$ cat src/rtl/hfv_pkg.sv
package hfv_pkg;
  typedef enum logic [1:0] {
    PL_BYPASS  = 2'b00,
    PL_NVM     = 2'b01,
    PL_NVM_MIG = 2'b10
  } place_e;

  typedef struct packed {
    logic evictStb;
  } hfv_strobe_t;
endpackage

$ cat src/rtl/hfv_ctrl.sv
module hfv_ctrl
  import hfv_pkg::*;
(
  input  logic        clk,
  input  logic        rstN,
  input  logic        fillValid,
  input  logic        fillDead,
  input  logic        fillBurst,
  input  logic        evictValid,
  output hfv_strobe_t strobes,
  output logic        placeValid,
  output logic [1:0]  placeCode
);
  place_e nextCode;

  always_comb begin
    if (fillDead)       nextCode = PL_BYPASS;
    else if (fillBurst) nextCode = PL_NVM_MIG;
    else                nextCode = PL_NVM;
  end

  always_comb strobes.evictStb = evictValid;

  always_ff @(posedge clk) begin
    if (!rstN) begin
      placeValid <= 1'b0;
      placeCode  <= PL_BYPASS;
    end else begin
      placeValid <= fillValid;
      if (fillValid) placeCode <= nextCode;
    end
  end


  bypass_dead_chk: assert property (@(posedge clk) disable iff (!rstN)
    placeValid && $past(fillDead) |-> placeCode == 2'b00);

  code_legal_chk: assert property (@(posedge clk) disable iff (!rstN)
    placeValid |-> placeCode != 2'b11);

  place_pulse_chk: assert property (@(posedge clk) disable iff (!rstN)
    placeValid |-> $past(fillValid));
endmodule

$ cat src/rtl/hfv_dpath.sv
module hfv_dpath
  import hfv_pkg::*;
#(
  parameter int WAYS  = 4,
  parameter int AGE_W = 2,
  localparam int IDX_W = (WAYS > 1) ? $clog2(WAYS) : 1
) (
  input  logic               clk,
  input  logic               rstN,
  input  hfv_strobe_t        strobes,
  input  logic [WAYS-1:0]    wayValid,
  input  logic [WAYS-1:0]    wayDead,
  input  logic [WAYS-1:0]    wayDirty,
  input  logic [WAYS*AGE_W-1:0] wayAge,
  output logic               victimValid,
  output logic [IDX_W-1:0]   victimWay,
  output logic               wbReq
);
  logic             invHit, deadHit;
  logic [IDX_W-1:0] invIdx, deadIdx, lruIdx, selIdx;
  logic [AGE_W-1:0] lruAge;
  logic             wbNext;

  always_comb begin
    invHit  = 1'b0;
    invIdx  = '0;
    deadHit = 1'b0;
    deadIdx = '0;
    for (int i = WAYS - 1; i >= 0; i--) begin
      if (!wayValid[i]) begin
        invHit = 1'b1;
        invIdx = IDX_W'(i);
      end
      if (wayDead[i]) begin
        deadHit = 1'b1;
        deadIdx = IDX_W'(i);
      end
    end
  end

  always_comb begin
    lruIdx = '0;
    lruAge = wayAge[AGE_W-1:0];
    for (int i = 1; i < WAYS; i++) begin
      if (wayAge[i*AGE_W +: AGE_W] > lruAge) begin
        lruAge = wayAge[i*AGE_W +: AGE_W];
        lruIdx = IDX_W'(i);
      end
    end
  end

  always_comb begin
    if (invHit)       selIdx = invIdx;
    else if (deadHit) selIdx = deadIdx;
    else              selIdx = lruIdx;
    wbNext = wayValid[selIdx] & wayDirty[selIdx] & ~wayDead[selIdx];
  end

  always_ff @(posedge clk) begin
    if (!rstN) begin
      victimValid <= 1'b0;
      victimWay   <= '0;
      wbReq       <= 1'b0;
    end else begin
      victimValid <= strobes.evictStb;
      wbReq       <= strobes.evictStb & wbNext;
      if (strobes.evictStb) victimWay <= selIdx;
    end
  end


  wb_gate_chk: assert property (@(posedge clk) disable iff (!rstN)
    wbReq |-> victimValid && $past(wayDirty != '0));

  victim_pulse_chk: assert property (@(posedge clk) disable iff (!rstN)
    victimValid |-> $past(strobes.evictStb));

  inv_first_chk: assert property (@(posedge clk) disable iff (!rstN)
    victimValid && $past(wayValid != '1) |->
      ((~$past(wayValid) >> victimWay) & WAYS'(1)) != '0);

  dead_first_chk: assert property (@(posedge clk) disable iff (!rstN)
    victimValid && $past(wayValid == '1) && $past(wayDead != '0) |->
      !wbReq && ((($past(wayDead) >> victimWay) & WAYS'(1)) != '0));
endmodule

$ cat src/rtl/hyb_fill_victim_sel.sv
module hyb_fill_victim_sel
  import hfv_pkg::*;
#(
  parameter int WAYS  = 4,
  parameter int AGE_W = 2,
  localparam int IDX_W = (WAYS > 1) ? $clog2(WAYS) : 1
) (
  input  logic                  clk,
  input  logic                  rstN,
  input  logic                  fillValid,
  input  logic                  fillDead,
  input  logic                  fillBurst,
  input  logic                  evictValid,
  input  logic [WAYS-1:0]       wayValid,
  input  logic [WAYS-1:0]       wayDead,
  input  logic [WAYS-1:0]       wayDirty,
  input  logic [WAYS*AGE_W-1:0] wayAge,
  output logic                  placeValid,
  output logic [1:0]            placeCode,
  output logic                  victimValid,
  output logic [IDX_W-1:0]      victimWay,
  output logic                  wbReq
);
  hfv_strobe_t strobes;

  hfv_ctrl ctrl_i (
    .clk(clk), .rstN(rstN),
    .fillValid(fillValid), .fillDead(fillDead), .fillBurst(fillBurst),
    .evictValid(evictValid), .strobes(strobes),
    .placeValid(placeValid), .placeCode(placeCode)
  );

  hfv_dpath #(.WAYS(WAYS), .AGE_W(AGE_W)) dpath_i (
    .clk(clk), .rstN(rstN), .strobes(strobes),
    .wayValid(wayValid), .wayDead(wayDead), .wayDirty(wayDirty), .wayAge(wayAge),
    .victimValid(victimValid), .victimWay(victimWay), .wbReq(wbReq)
  );
endmodule

$ cat config.mk
export PLATFORM = sky130hd
export DESIGN_NAME = hyb_fill_victim_sel
export DESIGN_NICKNAME = d
export VERILOG_FILES = /design/src/rtl/hfv_pkg.sv /design/src/rtl/hfv_ctrl.sv /design/src/rtl/hfv_dpath.sv /design/src/rtl/hyb_fill_victim_sel.sv
export SDC_FILE = /design/constraint.sdc
export NUM_CORES = 1
export LEC_CHECK = 0
export ABC_AREA = 0
export ABC_CLOCK_PERIOD_IN_PS = 5700
export BUFFER_PORTS_ARGS = -buffer_cell sky130_fd_sc_hd__buf_2
export CORE_MARGIN = 10
export CORE_UTILIZATION = 25
export CTS_CLUSTER_SIZE = 30
export DETAILED_ROUTE_END_ITERATION = 10
export GPL_ROUTABILITY_DRIVEN = 1
export SLEW_MARGIN = 20
export SYNTH_ARGS = -nofsm -noshare
export SYNTH_HDL_FRONTEND = slang
export SYNTH_SLANG_ARGS = --single-unit
$ cat constraint.sdc
create_clock -name clk -period 5.7 [get_ports clk]
set_input_delay 1.14 -clock clk [delete_from_list [all_inputs] [get_ports clk]]
set_output_delay 1.14 -clock clk [all_outputs]
set_load 0.05 [all_outputs]
==> flow_summary.json, run 1 <==
{
  "grt_pass1_wl_um": 2330,
  "status": "finished clean",
  "dieArea_um2": 4590,
  "synth.net_count": 104,
  "worst-setup-path-type": "in2reg",
  "slew_viol_final": 0,
  "yosys_warnings": 0,
  "hold-path-cell-count": 2,
  "yosysSeqAreaShare": 0.246,
  "power_frac_seq": 0.357,
  "dieWidth_um": 67.7,
  "tightest_slew_ns": 0.272,
  "grt_max_degree": 7,
  "routed_wl_um": 1500,
  "worst_path_max_delay_cell": "ha_1",
  "worstHoldStart": "ctrl_i.placeCode[0]$_SDFFE_PN0P_",
  "cts_buffer_depth": 2,
  "ctsResizeCount": 0,
  "first_iter_violations": 8,
  "postCtsSetupBuffers": 0,
  "drc_errors": 0,
  "cp.arrival_ns": 3.92,
  "timing.rr.start": "ctrl_i.placeCode[1]$_SDFFE_PN0P_",
  "cts_hold_buf": 0,
  "routedWlPerCell_um": 11.2,
  "rows": 17,
  "yosys-top-cells-area": "dfxtp_1 (25%), ha_1 (18%), inv_1 (8.6%), mux2i_1 (7.0%), and2_1 (4.4%)",
  "synth.top_cell.area_share": 0.246,
  "layoutNonFillerInstCount": 134,
  "port_buffers": 32,
  "grt_overflow": 0,
  "critical_path.top_delay_family": "compound AO/OA/AOI/OAI gates",
  "vias": 578,
  "ant_nets": 0,
  "gp_congestion": 0.680,
  "postSynthCellCount": 70,
  "r2r-end": "ctrl_i.placeCode[1]$_SDFFE_PN0P_",
  "drive_above_1_share": 0.377,
  "reg2reg_slack_ns": 5.01,
  "p_sw_uw": 46.0,
  "fillers": 250,
  "synth_edf_count": 0,
  "peakVddDrop_uv": 128,
  "slew_headroom": 0.817,
  "finalCritPeriodShare": 0.666,
  "core_um2": 2190,
  "cts-root-buf": "clkbuf_4",
  "final_nets": 141,
  "power_density_nw_per_um2": 183,
  "cts_sinks": 7,
  "first_global_vias": 580,
  "cp_cell_sequence": "buf_2 -> inv_1 -> ha_1 -> o22ai_1 -> o21ai_0 -> ha_1 -> nor2_2 -> a2bb2oi_2 -> nor2_1 -> a21oi_1 -> ha_1 -> nor2b_1 -> o21ai_1 -> o2111ai_2 -> and3_2 -> a311oi_1 -> a211oi_1",
  "setup-tns-final_ns": 0,
  "cts_made_buffers": 3,
  "antenna_found_initial": 0,
  "first_pass_iters": 3,
  "synth_ff_type": "dfxtp_1",
  "ff_latch_area_um2": 140,
  "start_util": 0.260,
  "skew_ns": 0,
  "finalHoldViolCount": 0,
  "pin_count": 33,
  "pwr-share-comb": 0.339,
  "synth_cell_types": 23,
  "cap_violations": 0,
  "syn_area_um2": 569,
  "dp_slack_ns": 1.62,
  "rsz0062_at_grt": "no",
  "holdCritPathClass": "reg2reg",
  "clk_pin_slew_ns": 0.05,
  "setup_viol": 0,
  "async_flop_share": 0,
  "insertion_delay_ns": 0.25,
  "crit_path_end_kind": "register",
  "clkPwrFrac": 0.304,
  "fmax_mhz": 263,
  "holdPathEnd": "ctrl_i.placeCode[0]$_SDFFE_PN0P_",
  "cp_data_required_time_ns": 5.82,
  "final.setup.worst_slack_ns": 1.90,
  "area_delta_synth_final_pct": 38.9,
  "placed_cells": 130,
  "startpoint_type": "input port",
  "viasPerCell": 4.31,
  "leakagePower_uw": 0.000432,
  "die_h_um": 67.7,
  "yosysTopAreaCell": "dfxtp_1",
  "intPower_uw": 99.0,
  "timing.final.crit_period_ns": 3.80,
  "reg2regPathDepth": 3,
  "diodes": 0,
  "p_sw_frac": 0.318,
  "yosys_register_bits": 7,
  "holdWs_ns": 0.510,
  "cts_tree": "yes",
  "slowest_delay_ns": 0.30,
  "grt_usage": 0.0650,
  "path_common_cell": "ha_1",
  "syn_area_per_cell_um2": 8.13,
  "cts_max_level": 1,
  "dp_hpwl_um": 1360,
  "multi_input_area_um2": 380,
  "critPathBufInv": 2,
  "cp_max_fo": 4
}
-- cells in the mapped netlist (all sizes together), types with 2 or more instances --
library cell  number
a2bb2oi            2
a311oi             2
and2               4
and2b              2
dfxtp              7
ha                 8
inv               13
mux2i              4
nand2              6
nor2               5
nor2b              4
nor3               2
o21ai              3
o22ai              2
-- how the worst max path moves through the flow --
stage / endpoint / depth (start not counted) / start / slack [ns]
after floorplan: dpath_i.wbReq$_SDFF_PN0_ / 16 / wayAge[1] / 2.02
after global placement: dpath_i.wbReq$_SDFF_PN0_ / 17 / wayAge[1] / 1.74
after detailed placement: dpath_i.wbReq$_SDFF_PN0_ / 17 / wayAge[1] / 1.62
after CTS: dpath_i.wbReq$_SDFF_PN0_ / 17 / wayAge[1] / 1.89
after global routing: dpath_i.wbReq$_SDFF_PN0_ / 18 / wayAge[1] / 1.55
final: dpath_i.wbReq$_SDFF_PN0_ / 17 / wayAge[1] / 1.90
-- metrics by stage --
stage | utilization | power (uW) | cell area (um2)
after floorplan | - | 85.3 | 569
after global placement | 0.349 | 101 | 764
after detailed placement | 0.349 | 102 | 764
after CTS | 0.361 | 148 | 791
after global routing | 0.361 | 156 | 791
final | 0.361 | 145 | 791
-- kinds of logic after synthesis --
| kind of cell | share of synthesized area |
|---|---|
| adder cells (fa/ha/maj) | 0.176 |
| flip-flops | 0.246 |
| AND/OR/NAND/NOR | 0.240 |
| AO/OA/AOI/OAI | 0.182 |
| buffers and inverters | 0.0857 |
| multiplexers | 0.0703 |
-- power groups by stage --
stage	clock, uW	sequential [uW]	combinational [uW]
after floorplan	0	60.3	25.0
after CTS	46.4	51.8	49.7
after global routing	48.5	52.0	55.8
after detailed placement	0	52.8	49.5
final	44.1	51.8	49.1
after global placement	0	52.8	48.0
-- placed cells by master (no fill, tap or decap), types with 3 or more instances in the layout --
cell and instances:
mux2i_1 4, buf_2 32, nand2_1 6, ha_1 8, clkbuf_4 3, and2_1 4
inv_1 13, dfxtp_1 7, nor2b_1 4, nor2_1 3
-- state kept, by name, summed over array words and instances, names as in the netlist --
signal,cells
dpath_i.victimValid,1
ctrl_i.placeCode,2
ctrl_i.placeValid,1
dpath_i.victimWay,2
dpath_i.wbReq,1
-- tightest hold or removal path, stage by stage (launching register included) --
cell	delay [ns]
dfxtp_1	0.32
mux2i_1	0.06
nor2b_1	0.09
-- metal layers --
| metal | GRT usage | wire length (um) | vias up |
|---|---|---|---|
| li1 | - | - | 306 |
| met1 | 0.0694 | 615 | 255 |
| met2 | 0.114 | 778 | 17 |
| met3 | 0.0298 | 106 | 0 |
| met4 | 0.0154 | 0 | 0 |
| met5 | 0 | 0 | - |
-- area by class of cell --
cell class	count	area share
timing repair buffer	32	0.203
clock buffer	4	0.0332
tap	28	0.0443
inverter	13	0.0617
multi-input combinational	50	0.481
sequential	7	0.177
No activity file was read; power rests on OpenSTA's default activity.
==> run 2: changes to the inputs <==
- ABC_CLOCK_PERIOD_IN_PS: 5700 -> 3300
- clock period: 5.7 -> 3.3 ns (I/O delays scaled with it)
==> flow_summary.json, run 2 (synthesized netlist as in run 1, its figures left out) <==
{
  "antenna_found_initial": 0,
  "area_delta_synth_final_pct": 53.8,
  "finalHoldViolCount": 0,
  "cp.arrival_ns": 3.30,
  "skew_ns": 0,
  "clkPwrFrac": 0.275,
  "routed_wl_um": 1580,
  "cts_sinks": 7,
  "insertion_delay_ns": 0.25,
  "viasPerCell": 4.35,
  "cts_hold_buf": 0,
  "ant_nets": 0,
  "leakagePower_uw": 0.000475,
  "reg2regPathDepth": 3,
  "cp_data_required_time_ns": 3.46,
  "final_cell_mix": "buf_2 (32), inv_1 (13), ha_1 (8)",
  "worst-setup-path-type": "in2reg",
  "placed_cells": 136,
  "routedWlPerCell_um": 11.2,
  "fillers": 227,
  "vias": 614,
  "holdCritPathClass": "reg2reg",
  "cap_violations": 0,
  "startpoint_type": "input port",
  "cts-root-buf": "clkbuf_4",
  "slew_headroom": 0.789,
  "clk_pin_slew_ns": 0.05,
  "final.setup.worst_slack_ns": 0.162,
  "reg.largest.list": "ctrl_i.placeCode x2, dpath_i.victimWay x2",
  "grt_pass1_wl_um": 2330,
  "cts_made_buffers": 3,
  "pwr-share-comb": 0.397,
  "peakVddDrop_uv": 208,
  "diodes": 0,
  "start_util": 0.260,
  "dp_hpwl_um": 1400,
  "tightest_slew_ns": 0.314,
  "drive_above_1_share": 0.469,
  "rsz0062_at_grt": "yes",
  "core_um2": 2190,
  "port_buffers": 32,
  "dp_slack_ns": -0.306,
  "rows": 17,
  "crit_path_end_kind": "register",
  "first_pass_iters": 6,
  "power_density_nw_per_um2": 312,
  "status": "finished clean",
  "holdWs_ns": 0.508,
  "mostFrequentLayoutCell": "buf_2",
  "dieArea_um2": 4590,
  "cts_tree": "yes",
  "die_h_um": 67.7,
  "final_nets": 148,
  "cts_max_level": 1,
  "dieWidth_um": 67.7,
  "grt_max_degree": 7,
  "pin_count": 33,
  "intPower_uw": 186,
  "layoutNonFillerInstCount": 141,
  "setup-tns-final_ns": 0,
  "grt_usage": 0.0624,
  "finalCritPeriodShare": 0.951,
  "cp_max_fo": 3,
  "p_sw_uw": 87.0,
  "drc_errors": 0,
  "hold-path-cell-count": 2,
  "grt_overflow": 0,
  "cts_buffer_depth": 2,
  "first_global_vias": 586,
  "power_frac_seq": 0.328,
  "setup_viol": 0,
  "fmax_mhz": 319,
  "timing.final.crit_period_ns": 3.14,
  "slew_viol_final": 0,
  "first_iter_violations": 11,
  "p_sw_frac": 0.318,
  "gp_congestion": 0.758
}
run 2: path summary, 6_finish.rpt:
check	endpoint	from	slack (ns)
min reg2reg	ctrl_i.placeCode[0]$_SDFFE_PN0P_	ctrl_i.placeCode[0]$_SDFFE_PN0P_	0.51
min	ctrl_i.placeCode[0]$_SDFFE_PN0P_	ctrl_i.placeCode[0]$_SDFFE_PN0P_	0.51
max	dpath_i.wbReq$_SDFF_PN0_	wayAge[1]	0.16
max reg2reg	ctrl_i.placeCode[1]$_SDFFE_PN0P_	ctrl_i.placeCode[1]$_SDFFE_PN0P_	2.61
run 2: worst max-delay path, stage by stage:
cell       delay (ns)
buf_2            0.07
inv_1            0.04
ha_1             0.32
nor2_2           0.13
o22ai_2          0.09
nand2_1          0.09
o21ai_2          0.07
ha_1             0.20
nor2_2           0.11
a2bb2oi_2        0.18
nor2_1           0.07
a21oi_1          0.12
ha_1             0.17
nor2b_1          0.05
o21ai_2          0.16
o2111ai_2        0.15
a311oi_1         0.34
a311oi_2         0.06
a211oi_1         0.22
run 2: what timing repair did:
item,CTS,global route
pin swaps,0,0
setup buffers,0,1
endpoints found under the setup margin,1,3
hold endpoints to repair,0,0
gates resized for setup,1,7
run 2: power groups by stage:
stage	combinational, uW	sequential, uW	clock [uW]
global placement	93.5	91.2	0
floorplan	43.3	104	0
finish	109	89.6	75.2
global route	121	90.0	81.0
CTS	97.8	89.5	77.8
detailed placement	97.2	91.2	0
run 2: metal layers:
layer	track usage	part of all wire
met5	0	0
met3	0.0331	0.075
met4	0	0
met1	0.0639	0.39
met2	0.116	0.54
run 2: area by class of cell:
| cell class | count | area (um2) | share of cell area |
|---|---|---|---|
| clock buffer | 4 | 26.3 | 0.0300 |
| inverter | 13 | 48.8 | 0.0557 |
| tap | 28 | 35.0 | 0.0400 |
| multi-input combinational | 50 | 413 | 0.471 |
| timing repair buffer | 39 | 213 | 0.243 |
| sequential | 7 | 140 | 0.160 |
run 2: through the flow:
step                power [uW]  area (um2)   util
floorplan                  147         569      -
global placement           185         810  0.370
detailed placement         188         810  0.370
CTS                        265         836  0.381
global route               291         876  0.400
finish                     273         876  0.400
